===== src/rtl/pnvic_pkg.sv =====
package pnvic_pkg;

    localparam int LVL_W = 4;

    typedef enum logic [1:0] {
        EDGE_OFF  = 2'b00,
        EDGE_RISE = 2'b01,
        EDGE_FALL = 2'b10,
        EDGE_BOTH = 2'b11
    } edge_mode_e;

    typedef struct packed {
        logic             pend;
        logic             en;
        edge_mode_e       mode;
        logic [LVL_W-1:0] lvl;
    } node_cfg_t;

endpackage


===== src/rtl/pnvic_edge_sync.sv =====
module pnvic_edge_sync
    import pnvic_pkg::*;
(
    input  logic       clk,
    input  logic       rst_n,
    input  logic       pin,
    input  edge_mode_e mode,
    output logic       hit
);

    typedef struct packed {
        logic s1;
        logic s2;
        logic prev;
    } sync_t;

    sync_t st_d, st_q;
    logic  rise, fall;

    always_comb begin
        st_d      = st_q;
        st_d.s1   = pin;
        st_d.s2   = st_q.s1;
        st_d.prev = st_q.s2;
        rise      = st_q.s2 & ~st_q.prev;
        fall      = ~st_q.s2 & st_q.prev;
        unique case (mode)
            EDGE_RISE: hit = rise;
            EDGE_FALL: hit = fall;
            EDGE_BOTH: hit = rise | fall;
            default:   hit = 1'b0;
        endcase
    end

    always_ff @(posedge clk or negedge rst_n) begin
        if (!rst_n) st_q <= '0;
        else        st_q <= st_d;
    end

    AST_OFF_SILENT: assert property (@(posedge clk) disable iff (!rst_n)
        (mode == EDGE_OFF) |-> !hit);

endmodule


===== src/rtl/pnvic_arbiter.sv =====
module pnvic_arbiter
    import pnvic_pkg::*;
#(
    parameter int NODES = 8,
    localparam int IDX_W = (NODES > 1) ? $clog2(NODES) : 1
) (
    input  node_cfg_t [NODES-1:0] cfg,
    output logic                  win_valid,
    output logic [IDX_W-1:0]      win_idx,
    output logic [LVL_W-1:0]      win_lvl
);

    always_comb begin
        win_valid = 1'b0;
        win_idx   = '0;
        win_lvl   = '0;
        for (int i = 0; i < NODES; i++) begin
            if (cfg[i].pend && cfg[i].en && cfg[i].lvl > win_lvl) begin
                win_valid = 1'b1;
                win_idx   = IDX_W'(i);
                win_lvl   = cfg[i].lvl;
            end
        end
    end

endmodule


===== src/rtl/pnvic_stack.sv =====
module pnvic_stack #(
    parameter int DEPTH = 15,
    parameter int W     = 4,
    localparam int PW   = $clog2(DEPTH + 1)
) (
    input  logic         clk,
    input  logic         rst_n,
    input  logic         push,
    input  logic         pop,
    input  logic [W-1:0] din,
    output logic [W-1:0] top
);

    typedef struct packed {
        logic [DEPTH-1:0][W-1:0] mem;
        logic [PW-1:0]           ptr;
    } stk_t;

    stk_t st_d, st_q;

    always_comb begin
        st_d = st_q;
        top  = (st_q.ptr == '0) ? '0 : st_q.mem[st_q.ptr - 1'b1];
        if (pop) begin
            if (st_q.ptr != '0) st_d.ptr = st_q.ptr - 1'b1;
        end else if (push && st_q.ptr != PW'(DEPTH)) begin
            st_d.mem[st_q.ptr] = din;
            st_d.ptr           = st_q.ptr + 1'b1;
        end
    end

    always_ff @(posedge clk or negedge rst_n) begin
        if (!rst_n) st_q <= '0;
        else        st_q <= st_d;
    end

    AST_STACK_NO_OVERFLOW: assert property (@(posedge clk) disable iff (!rst_n)
        push |-> (st_q.ptr != PW'(DEPTH)));

endmodule


===== src/rtl/pnvic_top.sv =====
module pnvic_top
    import pnvic_pkg::*;
#(
    parameter int NODES    = 8,
    parameter int EXT_PINS = 2,
    localparam int IDX_W   = (NODES > 1) ? $clog2(NODES) : 1,
    localparam int NEST    = (1 << LVL_W) - 1
) (
    input  logic             clk,
    input  logic             rst_n,
    input  logic [NODES-1:0] node_evt,
    input  logic [EXT_PINS-1:0] ext_pin,
    input  logic             reg_we,
    input  logic [IDX_W-1:0] reg_addr,
    input  logic [7:0]       reg_wdata,
    output logic [7:0]       reg_rdata,
    output logic             irq_req,
    output logic [IDX_W-1:0] irq_vec,
    input  logic             irq_ack,
    input  logic             irq_ret,
    output logic [LVL_W-1:0] cur_level
);

    typedef struct packed {
        node_cfg_t [NODES-1:0] cfg;
        logic [LVL_W-1:0]      cur;
    } ctl_t;

    ctl_t st_d, st_q;

    logic [NODES-1:0] ext_hit;
    logic [NODES-1:0] hw_set;
    logic             win_valid;
    logic [IDX_W-1:0] win_idx;
    logic [LVL_W-1:0] win_lvl;
    logic [LVL_W-1:0] saved_lvl;
    logic             take;

    for (genvar g = 0; g < NODES; g++) begin : g_node
        if (g < EXT_PINS) begin : g_ext
            pnvic_edge_sync u_sync (
                .clk  (clk),
                .rst_n(rst_n),
                .pin  (ext_pin[g]),
                .mode (st_q.cfg[g].mode),
                .hit  (ext_hit[g])
            );
        end else begin : g_int
            assign ext_hit[g] = 1'b0;
        end
    end

    assign hw_set = node_evt | ext_hit;

    pnvic_arbiter #(.NODES(NODES)) u_arb (
        .cfg      (st_q.cfg),
        .win_valid(win_valid),
        .win_idx  (win_idx),
        .win_lvl  (win_lvl)
    );

    pnvic_stack #(.DEPTH(NEST), .W(LVL_W)) u_stk (
        .clk  (clk),
        .rst_n(rst_n),
        .push (take),
        .pop  (irq_ret),
        .din  (st_q.cur),
        .top  (saved_lvl)
    );

    assign irq_req   = win_valid && (win_lvl > st_q.cur);
    assign irq_vec   = win_idx;
    assign cur_level = st_q.cur;
    assign take      = irq_ack && irq_req && !irq_ret;
    assign reg_rdata = (int'(reg_addr) < NODES) ? st_q.cfg[reg_addr] : 8'h00;

    always_comb begin
        st_d = st_q;
        for (int i = 0; i < NODES; i++) begin
            if (reg_we && int'(reg_addr) == i) st_d.cfg[i] = reg_wdata;
            if (take && int'(win_idx) == i)    st_d.cfg[i].pend = 1'b0;
            if (hw_set[i])                     st_d.cfg[i].pend = 1'b1;
        end
        if (irq_ret)   st_d.cur = saved_lvl;
        else if (take) st_d.cur = win_lvl;
    end

    always_ff @(posedge clk or negedge rst_n) begin
        if (!rst_n) st_q <= '0;
        else        st_q <= st_d;
    end

    AST_REQ_NODE_LIVE: assert property (@(posedge clk) disable iff (!rst_n)
        irq_req |-> (st_q.cfg[irq_vec].pend && st_q.cfg[irq_vec].en));
    AST_ACK_ADOPTS_LEVEL: assert property (@(posedge clk) disable iff (!rst_n)
        take |=> (cur_level == $past(win_lvl)));
    AST_ACK_CLEARS_FLAG: assert property (@(posedge clk) disable iff (!rst_n)
        (take && !hw_set[win_idx]) |=> !st_q.cfg[$past(win_idx)].pend);
    AST_RISE_ONLY_ON_ACK: assert property (@(posedge clk) disable iff (!rst_n)
        (cur_level > $past(cur_level)) |-> $past(take));
    AST_RET_NEVER_RAISES: assert property (@(posedge clk) disable iff (!rst_n)
        irq_ret |=> (cur_level <= $past(cur_level)));

endmodule


===== config.mk =====
export PLATFORM = sky130hd
export DESIGN_NAME = pnvic_top
export DESIGN_NICKNAME = d
export VERILOG_FILES = /design/src/rtl/pnvic_pkg.sv /design/src/rtl/pnvic_edge_sync.sv /design/src/rtl/pnvic_arbiter.sv /design/src/rtl/pnvic_stack.sv /design/src/rtl/pnvic_top.sv
export SDC_FILE = /design/constraint.sdc
export NUM_CORES = 1
export LEC_CHECK = 0
export BUFFER_PORTS_ARGS = -buffer_cell sky130_fd_sc_hd__buf_2
export CAP_MARGIN = 20
export CORE_ASPECT_RATIO = 0.9
export CORE_MARGIN = 2
export CORE_UTILIZATION = 30
export CTS_BUF_LIST = sky130_fd_sc_hd__clkbuf_8 sky130_fd_sc_hd__clkbuf_16
export CTS_CLUSTER_SIZE = 8
export DETAILED_ROUTE_END_ITERATION = 10
export PLACE_DENSITY = 0.42
export SYNTH_ARGS = -nofsm -noshare
export SYNTH_HDL_FRONTEND = slang
export SYNTH_SLANG_ARGS = --single-unit

===== constraint.sdc =====
create_clock -name clk -period 16.4 [get_ports clk]
set_input_delay 0 -clock clk [delete_from_list [all_inputs] [get_ports clk]]
set_output_delay 0 -clock clk [all_outputs]
set_load 0.01 [all_outputs]

Yosys cells after proc, flatten, opt, wreduce, memory -nomap -nowiden
Cells that the tools add are included.
{"block": "word_totals", "ff_bits": 138, "output_inout_bits": 16, "word_cells": 220}
{"block": "classes", "addsub": 2, "n_lt_le_gt_ge": 13, "n_eq_ne": 22, "mux": 62, "n_bitwise": 12, "n_reduce_logical": 54}
{"operator": "$mux 8", "n": 9}
{"operator": "$mux 4", "n": 16}
{"operator": "$bwmux 60", "n": 1}
{"operator": "$logic_and 1x1->1", "n": 37}
{"operator": "$gt 4x4->1", "n": 8}
{"operator": "$mux 1", "n": 25}
{"operator": "$bmux 8 s3", "n": 1}
{"operator": "$eq 3x3->1 const B", "n": 8}
{"operator": "$reduce_bool 3->1", "n": 8}
{"operator": "$bmux 4 s4", "n": 1}
{"operator": "$demux 4 s4", "n": 1}
{"operator": "$eq 3x2->1 const B", "n": 4}
{"operator": "$mux 3", "n": 4}
{"operator": "$lt 4x5->1 const B", "n": 2}
{"operator": "$eq 2x2->1 const B", "n": 4}
{"operator": "$or 8x2->8", "n": 1}
{"operator": "$eq 3x1->1 const B", "n": 2}
{"operator": "$logic_not 3->1", "n": 2}
{"operator": "$pmux 1 s3", "n": 2}
{"operator": "$not 1->1", "n": 5}
{"operator": "$add 4x1->4 const B", "n": 1}
{"operator": "$and 1x1->1", "n": 4}
{"operator": "$eq 2x1->1 const B", "n": 2}
{"operator": "$ge 4x1->1 const B", "n": 1}
{"operator": "12 further kinds", "n": 16}

Longest topological paths before layout
Gate-level depths: netlist of the first run.
{"block": "logic_depth", "depth_word": 31, "ltp_mapped": 76}

Cells and area by module
From an unflattened synthesis of the first run, not the netlist that was laid out.
{"block": "unflattened", "hier_cells": 761, "area_unflattened_um2": 8811.0}
{"module": "pnvic_top", "n_inst": 1, "cells_per_inst": 245, "area_each_um2": 3482.1, "seq_area_each_um2": 1701.6}
{"module": "pnvic_stack", "n_inst": 1, "cells_per_inst": 274, "area_each_um2": 3468.3, "seq_area_each_um2": 1601.5}
{"module": "pnvic_arbiter", "n_inst": 1, "cells_per_inst": 218, "area_each_um2": 1592.8, "seq_area_each_um2": 0.0}
{"module": "pnvic_edge_sync", "n_inst": 2, "cells_per_inst": 12, "area_each_um2": 133.9, "seq_area_each_um2": 75.1}

Worst setup path before layout of the first run
Ideal clock, no wire load.
{"block": "synth_path", "kind": "flip-flop to flip-flop", "startpoint": "register st_q[10] (netlist name)", "endpoint": "register u_stk.st_q[36] (netlist name)", "setup_time_ns": 0.127, "arrival_time_ns": 12.545, "path_slack_ns": 3.728, "path_stages_with_launch": 72, "path_cell_list": "dfrtp_1 and3_4 inv_1 ha_1 nand4_1 nand3_1 a21oi_1 mux2_2 ha_1 inv_1 a21oi_1 nor3_1 o211ai_1 a2bb2oi_1 mux2_2 ha_1 nor2b_1 o21a_1 [36 not listed] o21a_1 o21a_1 o2111a_1 and2_1 or3_1 ha_1 nor2b_1 o21ai_0 nand2b_1 a21oi_1 a41o_1 inv_1 nand2_1 a21oi_1 a31oi_2 buf_2 or3_4 mux2_1"}
{"block": "synth_between", "elab_chain_len": 30}
{"item": "start, declared", "line": "pnvic_top.sv:29", "source": "ctl_t st_d, st_q;"}
{"item": "start signal, assigned", "line": "pnvic_top.sv:90", "source": "else st_q <= st_d;"}
{"item": "$logic_and 1x1->1 (*) (2 in a row)", "line": "pnvic_arbiter.sv:18", "source": "if (cfg[i].pend && cfg[i].en && cfg[i].lvl > win_lvl) begin"}
{"item": "$mux 4", "line": "pnvic_arbiter.sv:18"}
{"item": "$gt 4x4->1", "line": "pnvic_arbiter.sv:18"}
{"item": "$logic_and 1x1->1", "line": "pnvic_arbiter.sv:18"}
{"item": "$mux 4", "line": "pnvic_arbiter.sv:18"}
{"item": "$gt 4x4->1", "line": "pnvic_arbiter.sv:18"}
{"item": "$logic_and 1x1->1", "line": "pnvic_arbiter.sv:18"}
{"item": "$mux 4", "line": "pnvic_arbiter.sv:18"}
{"item": "[12 not listed]"}
{"item": "$gt 4x4->1", "line": "pnvic_arbiter.sv:18"}
{"item": "$logic_and 1x1->1", "line": "pnvic_arbiter.sv:18"}
{"item": "$mux 4", "line": "pnvic_arbiter.sv:18"}
{"item": "$gt 4x4->1", "line": "pnvic_top.sv:71", "source": "assign irq_req = win_valid && (win_lvl > st_q.cur);"}
{"item": "$logic_and 1x1->1 (*)", "line": "pnvic_top.sv:71"}
{"item": "$logic_and 1x1->1 (*) (2 in a row)", "line": "pnvic_top.sv:74", "source": "assign take = irq_ack && irq_req && !irq_ret;"}
{"item": "$logic_and 1x1->1 (*)", "line": "pnvic_stack.sv:26", "source": "end else if (push && st_q.ptr != PW'(DEPTH)) begin"}
{"item": "$reduce_and 2->1 (no source line) (*)"}
{"item": "end signal, assigned", "line": "pnvic_stack.sv:34", "source": "else st_q <= st_d;"}
{"item": "end, declared", "line": "pnvic_stack.sv:19", "source": "stk_t st_d, st_q;"}
Mark *: on every way between the ends. The rest lies on a longest branch, timed or not.
A chain may end at the register's enable or synchronous reset.

Worst setup path after layout of the first run
{"block": "layout_path", "startpoint": "register st_q[11] (netlist name)", "endpoint": "register st_q[35] (netlist name)"}
{"block": "layout_between", "elab_chain_len": 31}
{"item": "$logic_and 1x1->1 (*) (2 in a row)", "line": "pnvic_arbiter.sv:18"}
{"item": "$mux 4", "line": "pnvic_arbiter.sv:18"}
{"item": "$gt 4x4->1", "line": "pnvic_arbiter.sv:18"}
{"item": "$logic_and 1x1->1", "line": "pnvic_arbiter.sv:18"}
{"item": "$mux 4", "line": "pnvic_arbiter.sv:18"}
{"item": "$gt 4x4->1", "line": "pnvic_arbiter.sv:18"}
{"item": "$logic_and 1x1->1", "line": "pnvic_arbiter.sv:18"}
{"item": "$mux 4", "line": "pnvic_arbiter.sv:18"}
{"item": "[13 not listed]"}
{"item": "$logic_and 1x1->1", "line": "pnvic_arbiter.sv:18"}
{"item": "$mux 4", "line": "pnvic_arbiter.sv:18"}
{"item": "$gt 4x4->1", "line": "pnvic_top.sv:71"}
{"item": "$logic_and 1x1->1", "line": "pnvic_top.sv:71"}
{"item": "$logic_and 1x1->1 (2 in a row)", "line": "pnvic_top.sv:74"}
{"item": "$logic_and 1x1->1 (*)", "line": "pnvic_top.sv:81", "source": "if (take && int'(win_idx) == i) st_d.cfg[i].pend = 1'b0;"}
{"item": "$mux 1", "line": "pnvic_top.sv:81"}
{"item": "$mux 1", "line": "pnvic_top.sv:82", "source": "if (hw_set[i]) st_d.cfg[i].pend = 1'b1;"}
Marks and branches as above.

==> impl_metrics.env, run 1 <==
export IMPL_die_x_um=180.4
export IMPL_cts_max_path_buffers=2
export IMPL_worstPathArrival_ns=15.38
export IMPL_wl_per_cell_um=21.20
export IMPL_ys_async_sr_fraction_pct=100.0
export IMPL_htree_levels=4
export IMPL_cts_setup_buffers=0
export IMPL_tightest_slew_ns=0.8426
export IMPL_synth_top_area_share_pct=41.12
export IMPL_cap_viol_max_count=0
export IMPL_clk_latency_ns=0.43
export IMPL_dieHeight_um=162.7
export IMPL_fmax_ghz=0.06636
export IMPL_ys_warn_count=0
export IMPL_grt_max_degree=83
export IMPL_syn_inst=713
export IMPL_p_leak_uw=0.004349
export IMPL_synth_area_top_cells="dfrtp_1 41%, mux2_2 10%, mux4_2 8.6%, ha_1 5.4%, mux2_1 5.4%"
export IMPL_hold_viol=0
export IMPL_die_area_um2=29350
export IMPL_cpPeakStageDelay_ns=0.57
export IMPL_antennaDiodeCount=0
export IMPL_hold_ws_ns=0.03248
export IMPL_firstDrtPassIters=7
export IMPL_clock_sinks=138
export IMPL_synth_most_common_cell="dfrtp_1"
export IMPL_period_share_pct=91.88
export IMPL_synth_ff_type="dfrtp_1"
export IMPL_ys_types=68
export IMPL_rsz0062_at_grt="no"
export IMPL_syn_area_um2=8398
export IMPL_endpoint_kind="register"
export IMPL_ant_nets=0
export IMPL_area_growth_pct=16.51
export IMPL_start_kind="register"
export IMPL_dpl_hpwl_mm=17.48
export IMPL_fp_row_count=58
export IMPL_setup_tns_ns=0
export IMPL_synth_edf_count=0
export IMPL_power_density_nw_per_um2=229.0
export IMPL_grt_overflow_total=0
export IMPL_cts_root_buf="clkbuf_16"
export IMPL_layout_drive_gt1_share_pct=28.59
export IMPL_wl_mm=24.03
export IMPL_gp_congestion=0.8536
export IMPL_holdCritPathClass="input port to register"
export IMPL_synth_nets=775
export IMPL_ir_worst_vdd_v=0.0001639
export IMPL_slowest_stage="dlygate4sd3_1"
export IMPL_ios=42
export IMPL_drc=0
export IMPL_setup_violations=0
export IMPL_path_clk_slew_ns=0.07
export IMPL_via_per_inst=5.371
export IMPL_first_iter_violations=347
export IMPL_avgSynthCellArea_um2=11.78
export IMPL_nets=822
export IMPL_gr_usage_all_layers_pct=17.00
export IMPL_yosysSeqAreaShare_pct=41.12
export IMPL_worstPathRequired_ns=16.71
export IMPL_slew_headroom_pct=43.83
export IMPL_synth_top_cell_by_area="dfrtp_1"
export IMPL_initial_utilization_pct=30.29
export IMPL_min_period_ns=15.07
export IMPL_antenna_found_initial=0
export IMPL_finalPower_uw=2241
export IMPL_synth_top_cells_by_count="138 x dfrtp_1, 75 x mux2_2, 43 x nand2_1, 40 x mux2_1, 37 x inv_1"
export IMPL_io_buffer_count=41
export IMPL_crit_fanout=24
export IMPL_clock_skew_ns=0.01378
export IMPL_tritoncts="built"
export IMPL_synth_seq_cells=138
export IMPL_cts_buffers=17
export IMPL_grt_pass1_vias=6298
export IMPL_worst_setup_path_type="register to register"
export IMPL_grt_pass1_wl_mm=38.19
export IMPL_status="finished, final reports clean"
export IMPL_coreArea_um2=27720
export IMPL_utilization_pct=35.30
export IMPL_final_max_slew_violation_count=0
export IMPL_num_vias=6085
-- what timing repair did --
action                                  CTS  global route
gates resized for setup                   0             2
hold endpoints to repair                134             0
endpoints found under the setup margin    0            63
hold buffers                             18             0
-- final timing paths --
| path | from | to | slack, ns | depth (start not counted) |
|---|---|---|---|---|
| min reg2reg | g_node[1].g_ext.u_sync.st_d[1] | g_node[1].g_ext.u_sync.st_d[0] | 0.35 | 0 |
| min in group asynchronous | rst_n | st_q[23] | 0.18 | 2 |
| min | reg_wdata[7] | st_q[67] | 0.03 | 3 |
| max in group asynchronous | rst_n | u_stk.st_q[10] | 14.90 | 3 |
| max | st_q[11] | st_q[35] | 1.33 | 72 |
| max reg2reg | st_q[11] | st_q[35] | 1.33 | 72 |
-- where the power goes --
part	switching [uW]	internal, uW	leakage [uW]	total, uW
Combinational	756	514	0.00231	1270
Clock	180	249	0.000310	429
Sequential	111	432	0.00173	542
-- through the flow --
| stage | cell area (um^2) | worst slack, ns | instances |
|---|---|---|---|
| floorplan | 8398 | 3.728 | 713 |
| global placement | 8947 | 1.631 | 1083 |
| detailed placement | 8947 | 1.176 | 1083 |
| CTS | 9773 | 1.069 | 1133 |
| global route | 9784 | 0.09756 | 1133 |
| finish | 9784 | 1.332 | 1133 |
-- logic make-up (layout without fill, tap and decap cells) --
logic type,after synthesis,in the layout,share of synthesized area (%)
XOR/XNOR,5,5,0.5214
buffers and inverters,75,135,3.620
adder cells (fa/ha/maj),36,36,5.364
AND/OR/NAND/NOR,160,160,10.43
AO/OA/AOI/OAI,125,125,10.77
flip-flops,138,138,41.12
multiplexers,174,174,28.17
-- layer usage --
layer	part of all wire (%)	GRT usage, %
met1	51	25.65
met2	44	25.19
met3	3.3	2.594
met4	1.7	4.765
met5	0	0
-- final cells by class --
cell class | count | area [um^2]
inverter | 37 | 138.9
tap | 360 | 450.4
fill | 2735 | 17940
timing repair buffer | 66 | 444.2
sequential | 138 | 3453
multi-input combinational | 500 | 4652
clock buffer | 17 | 425.4
clock inverter | 15 | 220.2
-- state kept, by name (all words and copies together), names as in the netlist --
register,flops
u_stk.st_q,64
g_node.g_ext.u_sync.st_d,4
st_q,64
cur_level,4
g_node.g_ext.u_sync.st_q,2
-- cell usage in the layout (no fill, tap or decap), types with 4 or more instances in the layout --
| master | synthesis | routed |
|---|---|---|
| a211oi_1 | 6 | 5 |
| a21o_1 | 4 | 4 |
| a21oi_1 | 26 | 26 |
| a22o_1 | 5 | 5 |
| a22oi_1 | 4 | 4 |
| a31oi_1 | 7 | 7 |
| and2_1 | 6 | 6 |
| and3_1 | 4 | 4 |
| buf_2 | 6 | 40 |
| buf_4 | 4 | 7 |
| clkbuf_16 | 0 | 17 |
| dfrtp_1 | 138 | 138 |
| dlygate4sd3_1 | 0 | 18 |
| ha_1 | 36 | 36 |
| inv_1 | 37 | 37 |
| inv_8 | 0 | 5 |
| mux2_1 | 40 | 40 |
| mux2_2 | 75 | 75 |
| mux2_4 | 16 | 16 |
| mux2i_1 | 11 | 11 |
| mux4_2 | 32 | 32 |
| nand2_1 | 43 | 43 |
| nand2b_1 | 7 | 7 |
| nand3_1 | 17 | 17 |
| nand4_1 | 11 | 11 |
| nor2_1 | 20 | 20 |
| nor2b_1 | 11 | 11 |
| nor3_1 | 11 | 11 |
| nor4_1 | 4 | 4 |
| o211ai_1 | 5 | 5 |
| o21a_1 | 7 | 7 |
| o21ai_0 | 22 | 22 |
| or3_1 | 5 | 5 |
| or3_4 | 4 | 4 |
| or4_1 | 6 | 6 |
| xnor2_1 | 4 | 4 |
-- worst max-delay path: cells and delay by family, from the launching register on --
kind	cells	cell delay (ns)
muxes	3	1.10
buffers and inverters	7	1.13
DFF	1	0.46
AOI/OAI and AO/OA	28	5.59
and+or+nand+nor	26	4.44
adders and majority gates	8	2.23
(Power assumes the default switching activity.)
==> run 2: changes to the inputs <==
Settings changed: CORE_UTILIZATION 30 to 62, PLACE_DENSITY 0.42 to 0.77.
==> run 2 against run 1 <==
  * Total power down 2.4%
  * Register-to-register slack better by 0.11 ns
  * Via count up 4.7%
  * Hold slack better by 0.012 ns
  * Sequential share of layout area up 1.1 points
  * Fmax up 0.75%
  * Final area down 3.1%
  * Clock-buffer cell count unchanged
  * Largest cell class unchanged
  * Critical endpoint unchanged
  * Critical path type unchanged
  * Cell count down 17%
  * First-iteration DRC count up 75%
  * Clock skew down 0.0025 ns
==> impl_metrics.env, run 2 (same netlist as run 1, synthesis figures left out) <==
export IMPL_fin_cells=941
export IMPL_cts_max_path_buffers=2
export IMPL_start_kind="register"
export IMPL_clock_skew_ns=0.01125
export IMPL_setup_slack_ns=1.443
export IMPL_top_regs="st_q (64), u_stk.st_q (64)"
export IMPL_path_buf_inv=6
export IMPL_cts_buffers=17
export IMPL_layout_drive_gt1_share_pct=28.07
export IMPL_nets=824
export IMPL_placed_cells=891
export IMPL_layout_common_cells="138 x dfrtp_1, 75 x mux2_2, 43 x nand2_1"
export IMPL_tritoncts="built"
export IMPL_worstPathArrival_ns=15.25
export IMPL_p_leak_uw=0.004325
export IMPL_crit_fanout=24
export IMPL_die_area_um2=14490
export IMPL_cts_root_buf="clkbuf_16"
export IMPL_final_max_slew_violation_count=0
export IMPL_slowest_stage="o2111ai_1"
export IMPL_wl_mm=21.38
export IMPL_grt_overflow_total=0
export IMPL_finalPower_uw=2188
export IMPL_tightest_slew_ns=0.9258
export IMPL_fp_row_count=40
export IMPL_wl_per_cell_um=22.72
export IMPL_die_x_um=126.7
export IMPL_slew_headroom_pct=37.81
export IMPL_cap_viol_max_count=0
export IMPL_clock_sinks=138
export IMPL_setup_tns_ns=0
export IMPL_power_density_nw_per_um2=230.7
export IMPL_ant_nets=0
export IMPL_setup_violations=0
export IMPL_r2r_setup_slack_ns=1.44
export IMPL_rsz0062_at_grt="no"
export IMPL_min_period_ns=14.96
export IMPL_endpoint_kind="register"
export IMPL_hold_viol=0
export IMPL_cpPeakStageDelay_ns=0.72
export IMPL_period_share_pct=91.20
export IMPL_grt_max_degree=76
export IMPL_dieHeight_um=114.4
export IMPL_area_growth_pct=12.93
export IMPL_clk_latency_ns=0.42
export IMPL_final_common_cell="dfrtp_1"
export IMPL_ios=42
export IMPL_cp_top_family="compound AO/OA/AOI/OAI gates"
export IMPL_first_iter_violations=608
export IMPL_ir_worst_vdd_v=0.0002088
export IMPL_cts_setup_buffers=0
export IMPL_grt_pass1_vias=6368
export IMPL_firstDrtPassIters=7
export IMPL_initial_utilization_pct=63.08
export IMPL_status="finished, final reports clean"
export IMPL_path_clk_slew_ns=0.06
export IMPL_worst_setup_path_type="register to register"
export IMPL_num_vias=6371
export IMPL_utilization_pct=71.24
export IMPL_drc=0
export IMPL_coreArea_um2=13310
export IMPL_io_buffer_count=41
export IMPL_antennaDiodeCount=0
export IMPL_dpl_hpwl_mm=15.46
export IMPL_antenna_found_initial=0
export IMPL_post_place_ws_ns=1.528
export IMPL_gp_congestion=0.9694
export IMPL_via_per_inst=6.770
export IMPL_htree_levels=4
export IMPL_fmax_ghz=0.06686
export IMPL_gr_usage_all_layers_pct=30.88
export IMPL_holdCritPathClass="input port to register"
export IMPL_worstPathRequired_ns=16.70
export IMPL_grt_pass1_wl_mm=34.42
## run 2: metal layers
| metal | GRT usage (%) | routed length, um | vias up |
|---|---|---|---|
| met5 | 0 | 0 | - |
| met3 | 6.495 | 1910 | 39 |
| met1 | 46.03 | 9441 | 3214 |
| met2 | 46.23 | 9601 | 346 |
| li1 | - | - | 2772 |
| met4 | 9.158 | 421 | 0 |
## run 2: worst register-to-register path: cells and delay by family (launching register included)
kind	cells	cell delay [ns]
adder cells (fa/ha/maj)	8	2.07
flip-flops	1	0.48
AO/OA/AOI/OAI	28	5.69
AND/OR/NAND/NOR	28	4.28
multiplexers	3	1.25
buffers and inverters	6	1.03
## run 2: power breakdown
part / internal, uW / total [uW] / leakage [uW] / switching (uW)
Clock: 224 / 374 / 0.000281 / 150
Sequential: 432 / 540 / 0.00173 / 108
Combinational: 517 / 1270 / 0.00231 / 757
Total: 1170 / 2190 / 0.00433 / 1020
## run 2: final timing paths
| check | endpoint | cells after the start | start |
|---|---|---|---|
| worst max register to register | st_q[35] | 73 | st_q[11] |
| worst min register to register | g_node[1].g_ext.u_sync.st_d[0] | 0 | g_node[1].g_ext.u_sync.st_d[1] |
| worst min-delay path | st_q[54] | 2 | reg_wdata[2] |
| worst max-delay path | st_q[35] | 73 | st_q[11] |
| min in group asynchronous | u_stk.st_q[45] | 2 | rst_n |
| max in group asynchronous | u_stk.st_q[2] | 3 | rst_n |
## run 2: what timing repair did
action,CTS,global route
hold buffers,20,0
endpoints found under the setup margin,0,5
resized for setup,0,1
endpoints found under the hold margin,119,0
## run 2: cell type report
cell class,instances,area [um^2]
Timing Repair Buffer,68,464.2
Sequential cell,138,3453
Multi-Input combinational cell,500,4646
Fill cell,921,3829
Tap cell,168,210.2
Clock inverter,13,146.4
Inverter,37,138.9
Clock buffer,17,425.4
## run 2: per-stage QoR
step                area [um^2]  hold WS (ns)
floorplan                  8398       -0.2956
global placement           8707       0.06153
detailed placement         8707       0.07309
CTS                        9479       0.02029
global route               9484       0.03418
finish                     9484       0.04425
